## config.mk

```make
export PLATFORM = sky130hd
export DESIGN_NAME = rx_status_ctrl
export DESIGN_NICKNAME = d
export VERILOG_FILES = /design/src/rtl/rxs_pkg.sv /design/src/rtl/rxs_event_decode.sv /design/src/rtl/rxs_clear_arm.sv /design/src/rtl/rxs_flag_bank.sv /design/src/rtl/rx_status_ctrl.sv
export SDC_FILE = /design/constraint.sdc
export NUM_CORES = 1
export LEC_CHECK = 0
export BUFFER_PORTS_ARGS = -buffer_cell sky130_fd_sc_hd__buf_2
export CORE_MARGIN = 4
export CORE_UTILIZATION = 43
export DETAILED_ROUTE_END_ITERATION = 10
export PLACE_DENSITY = 0.81
export SYNTH_ARGS = -nofsm -noshare
export SYNTH_HDL_FRONTEND = slang
export SYNTH_SLANG_ARGS = --single-unit
```

## constraint.sdc

```tcl
create_clock -name clk -period 1.4 [get_ports clk]
set_clock_uncertainty 0.15 [all_clocks]
set_input_delay 0.28 -clock clk [delete_from_list [all_inputs] [get_ports clk]]
set_output_delay 0.28 -clock clk [all_outputs]
set_load 0.01 [all_outputs]
```

## src/rtl/rxs_pkg.sv

```systemverilog
package rxs_pkg;
  typedef struct packed {
    logic ovr;
    logic nse;
    logic frm;
  } err_t;

  localparam int ERR_W = 3;

  function automatic logic [7:0] bit_mask(input int pos);
    logic [7:0] m;
    m = '0;
    m[pos] = 1'b1;
    return m;
  endfunction

  // assembles the status word from the flag state and the bit positions
  function automatic logic [7:0] pack_status(input logic rdy, input err_t e,
                                             input int p_rdy, input int p_ovr,
                                             input int p_nse, input int p_frm);
    logic [7:0] w;
    w = '0;
    if (rdy)   w = w | bit_mask(p_rdy);
    if (e.ovr) w = w | bit_mask(p_ovr);
    if (e.nse) w = w | bit_mask(p_nse);
    if (e.frm) w = w | bit_mask(p_frm);
    return w;
  endfunction
endpackage

```

## src/rtl/rxs_event_decode.sv

```systemverilog
module rxs_event_decode (
  input  logic char_done,
  input  logic rdy_q,
  input  logic frm_q,
  output logic ev_load,
  output logic ev_ovr,
  output logic ev_drop
);
  // the three outcomes of a finished character are mutually exclusive
  always_comb begin
    ev_load = char_done && !rdy_q && !frm_q;
    ev_ovr  = char_done && rdy_q;
    ev_drop = char_done && !rdy_q && frm_q;
  end
endmodule

```

## src/rtl/rxs_clear_arm.sv

```systemverilog
module rxs_clear_arm
  import rxs_pkg::*;
(
  input  logic clk,
  input  logic rst_n,
  input  logic stat_rd,
  input  logic data_rd,
  input  err_t err_q,
  output err_t arm_q,
  output err_t clr
);
  err_t arm_d;

  always_comb begin
    clr = data_rd ? arm_q : err_t'('0);
    if (stat_rd)      arm_d = err_q;
    else if (data_rd) arm_d = '0;
    else              arm_d = arm_q;
  end

  always_ff @(posedge clk) begin
    if (!rst_n) arm_q <= '0;
    else        arm_q <= arm_d;
  end
endmodule

```

## src/rtl/rxs_flag_bank.sv

```systemverilog
module rxs_flag_bank
  import rxs_pkg::*;
#(
  parameter int DATA_W = 8
) (
  input  logic              clk,
  input  logic              rst_n,
  input  logic              ev_load,
  input  logic              ev_ovr,
  input  logic              stop_ok,
  input  logic              noise_hit,
  input  logic [DATA_W-1:0] rx_char,
  input  logic              data_rd,
  input  err_t              clr,
  output logic              rdy_q,
  output err_t              err_q,
  output logic [DATA_W-1:0] data_q
);
  logic              rdy_d;
  err_t              err_d;
  logic [DATA_W-1:0] data_d;

  always_comb begin
    rdy_d     = (rdy_q && !data_rd) || ev_load;
    err_d.ovr = (err_q.ovr && !clr.ovr) || ev_ovr;
    err_d.nse = (err_q.nse && !clr.nse) || (ev_load && noise_hit);
    err_d.frm = (err_q.frm && !clr.frm) || (ev_load && !stop_ok);
    data_d    = ev_load ? rx_char : data_q;
  end

  always_ff @(posedge clk) begin
    if (!rst_n) begin
      rdy_q  <= 1'b0;
      err_q  <= '0;
      data_q <= '0;
    end else begin
      rdy_q  <= rdy_d;
      err_q  <= err_d;
      data_q <= data_d;
    end
  end
endmodule

```

## src/rtl/rx_status_ctrl.sv

```systemverilog
module rx_status_ctrl
  import rxs_pkg::*;
#(
  parameter int DATA_W  = 8,
  parameter int STAT_W  = 8,
  parameter int RDY_POS = 5,
  parameter int OVR_POS = 3,
  parameter int NSE_POS = 2,
  parameter int FRM_POS = 1
) (
  input  logic              clk,
  input  logic              rst_n,
  input  logic              char_done,
  input  logic              stop_ok,
  input  logic              noise_hit,
  input  logic [DATA_W-1:0] rx_char,
  input  logic              stat_rd,
  input  logic              data_rd,
  output logic [STAT_W-1:0] status,
  output logic [DATA_W-1:0] data_out
);
  localparam int PACK_W = 8;

  logic ev_load, ev_ovr, ev_drop;
  logic rdy_q;
  err_t err_q, arm_q, clr;
  logic [DATA_W-1:0] data_q;
  logic [PACK_W-1:0] packed_w;

  rxs_event_decode u_dec (
    .char_done(char_done), .rdy_q(rdy_q), .frm_q(err_q.frm),
    .ev_load(ev_load), .ev_ovr(ev_ovr), .ev_drop(ev_drop)
  );

  rxs_clear_arm u_arm (
    .clk(clk), .rst_n(rst_n), .stat_rd(stat_rd), .data_rd(data_rd),
    .err_q(err_q), .arm_q(arm_q), .clr(clr)
  );

  rxs_flag_bank #(.DATA_W(DATA_W)) u_bank (
    .clk(clk), .rst_n(rst_n), .ev_load(ev_load), .ev_ovr(ev_ovr),
    .stop_ok(stop_ok), .noise_hit(noise_hit), .rx_char(rx_char),
    .data_rd(data_rd), .clr(clr), .rdy_q(rdy_q), .err_q(err_q),
    .data_q(data_q)
  );

  assign packed_w = pack_status(rdy_q, err_q, RDY_POS, OVR_POS, NSE_POS, FRM_POS);

  generate
    if (STAT_W >= PACK_W) begin : g_wide
      assign status = {{(STAT_W-PACK_W){1'b0}}, packed_w};
    end else begin : g_narrow
      assign status = packed_w[STAT_W-1:0];
    end
  endgenerate

  assign data_out = data_q;
endmodule

```

==> impl_metrics.json <==
{
  "arrival_ns": 0.86,
  "ir_worst_vdd_mv": 0.5296,
  "firstDrtPassIters": 2,
  "cts_hold_buf": 0,
  "path_max_fanout": 5,
  "power-per-cell-area_nw_per_um2": 1077,
  "die_w_um": 47.20,
  "area_growth_pct": 21.21,
  "crit_type": "reg2out",
  "fin_crit_ns": 1.285,
  "post_drt_wl_per_cell_um": 10.99,
  "maxSlewViolCount": 0,
  "core-area_um2": 1366,
  "worstPathCellList": "buf_2",
  "setup_tns_ns": 0,
  "power_w": 0.0008624,
  "cts_buffer_depth": 2,
  "vias": 536,
  "detail-route-antenna-nets": 0,
  "drv_cap": 0,
  "cts_tree": "built",
  "synth_most_common_cell": "nand2_1",
  "clk_pin_slew_ns": 0.09,
  "dp.cells": 107,
  "die-area_um2": 2227,
  "synthDistinctLibCells": 16,
  "ys_seq_area_frac": 0.4545,
  "hold_class": "in2reg",
  "synth_top_area_frac": 0.4545,
  "grt_pass1_wl_um": 1918,
  "path_delay_family": "flip-flops",
  "start_kind": "flop",
  "instances_no_fill": 111,
  "rows": 13,
  "yosysWarnings": 0,
  "synth-main-ff-cell": "dfxtp_1",
  "drive_gt1_frac": 0.3646,
  "avgSynthCellArea_um2": 9.438,
  "syn_area_um2": 660.6,
  "root_buffer": "clkbuf_4",
  "syn_inst": 70,
  "antenna_found_initial": 0,
  "grt_overflow": 0,
  "synth_edf_count": 0,
  "clk_latency_ns": 0.28,
  "grt_util_all_layers": 0.1283,
  "synthArstFlopShare": 0,
  "clock_sinks": 15,
  "utilization": 0.5861,
  "rsz0062_at_grt": "false",
  "finalCritPeriodShare": 0.9179,
  "crit_required_ns": 0.97,
  "die_h_um": 47.20,
  "grt_max_degree": 25,
  "synth_area_leader_cell": "dfxtp_1",
  "crit_path_end_kind": "primary output",
  "gp_congestion": 0.7688,
  "path_buf_inv": 1,
  "leakagePower_nw": 0.3873,
  "numCtsBuffers": 3,
  "drtIter0Drc": 3,
  "fmax_mhz": 778.1,
  "cts_htree_levels": 1,
  "drt-vias-per-instance": 4.829,
  "n_antenna_cell": 0,
  "timing.final.setup_violations": 0,
  "cpPeakStageDelay_ns": 0.40,
  "drc_errors": 0,
  "ys_seq_elements": 15,
  "slowest_stage": "dfxtp_1",
  "status": "finished clean",
  "numPortBuffers": 26,
  "drt_wl_total_um": 1220,
  "ctsResizeCount": 0,
  "fillers": 138,
  "cts_setup_buffers": 0,
  "io_pins": 31,
  "synthTopCellsByCount": "nand2_1, dfxtp_1, mux2i_1, buf_4",
  "hpwl_um": 945.1,
  "hold_viol_final": 0,
  "start_util": 0.4835,
  "synth.area.top_cells": "dfxtp_1, mux2i_1, nand2_1, buf_4, or3b_1",
  "layout.nets": 112,
  "grt_pass1_vias": 470
}
-- cells by family (layout without fill, tap and decap cells) --
group / after synthesis / after routing / share of synthesized area
buffers and inverters: 9 / 32 / 0.09470
AND/OR/NAND/NOR: 28 / 28 / 0.2140
multiplexers: 8 / 8 / 0.1212
other: 1 / 4 / 0.005676
flip-flops: 15 / 15 / 0.4545
AO/OA/AOI/OAI: 9 / 9 / 0.1098
-- metal layers --
layer,vias up,part of all wire,global-route usage
met5,-,0,0
met4,0,0.020,0.08287
met3,3,0.10,0.04981
met2,24,0.46,0.1843
met1,234,0.42,0.1586
li1,275,-,-
-- worst paths after layout --
kind | slack (ns) | endpoint | start | cells past startpoint
worst max register to register | 0.15 | u_bank.data_q[6] | u_bank.rdy_q | 3
worst max-delay path | 0.11 | status[5] | u_bank.rdy_q | 1
worst min-delay path | 0.08 | u_bank.data_q[0] | rx_char[0] | 3
worst min register to register | 0.31 | u_bank.data_q[0] | u_bank.data_q[0] | 2
-- per-stage QoR --
step | worst slack (ns) | hold slack, ns | instance area (µm²)
global route | 0.03536 | 0.07628 | 800.8
detailed placement | 0.1341 | 0.3013 | 773.2
floorplan | 0.3269 | 0.2721 | 671.9
global placement | 0.1835 | 0.2888 | 773.2
CTS | 0.09232 | 0.07284 | 800.8
finish | 0.1149 | 0.08312 | 800.8
-- cell usage in the layout, fill, tap and decap left out --
cell type	n
nand2_1	21
a21boi_1	3
and2b_2	1
conb_1	4
clkbuf_4	3
nor4b_1	1
mux2i_1	8
and2_1	1
a21bo_2	1
a32o_1	1
dfxtp_1	15
a21boi_0	2
nor3b_2	1
buf_4	2
or3b_1	3
o21a_1	2
buf_2	26
clkinv_2	1
-- report_power, final --
part	switching (W)	leakage, nW	internal [W]
clock	0.000137	0.0177	0.000106
combinational	0.0000733	0.247	0.0000728
sequential	0.0000173	0.123	0.000456
-- state kept, by name, summed over array words and instances, names as in the netlist --
name and flops:
u_bank.data_q 8, u_arm.arm_q 3, u_bank.err_q 3, u_bank.rdy_q 1
-- layout make-up --
| type | instances | area [µm²] | share of cell area |
|---|---|---|---|
| repair buffers | 28 | 145.1 | 0.1812 |
| multi-input cells | 49 | 309.0 | 0.3859 |
| flip-flops and latches | 15 | 300.3 | 0.3750 |
| clock buffers | 3 | 22.52 | 0.02812 |
| well taps | 15 | 18.77 | 0.02344 |
| clock inverters | 1 | 5.005 | 0.006250 |
Note: power is estimated with default switching activity, not from simulation.
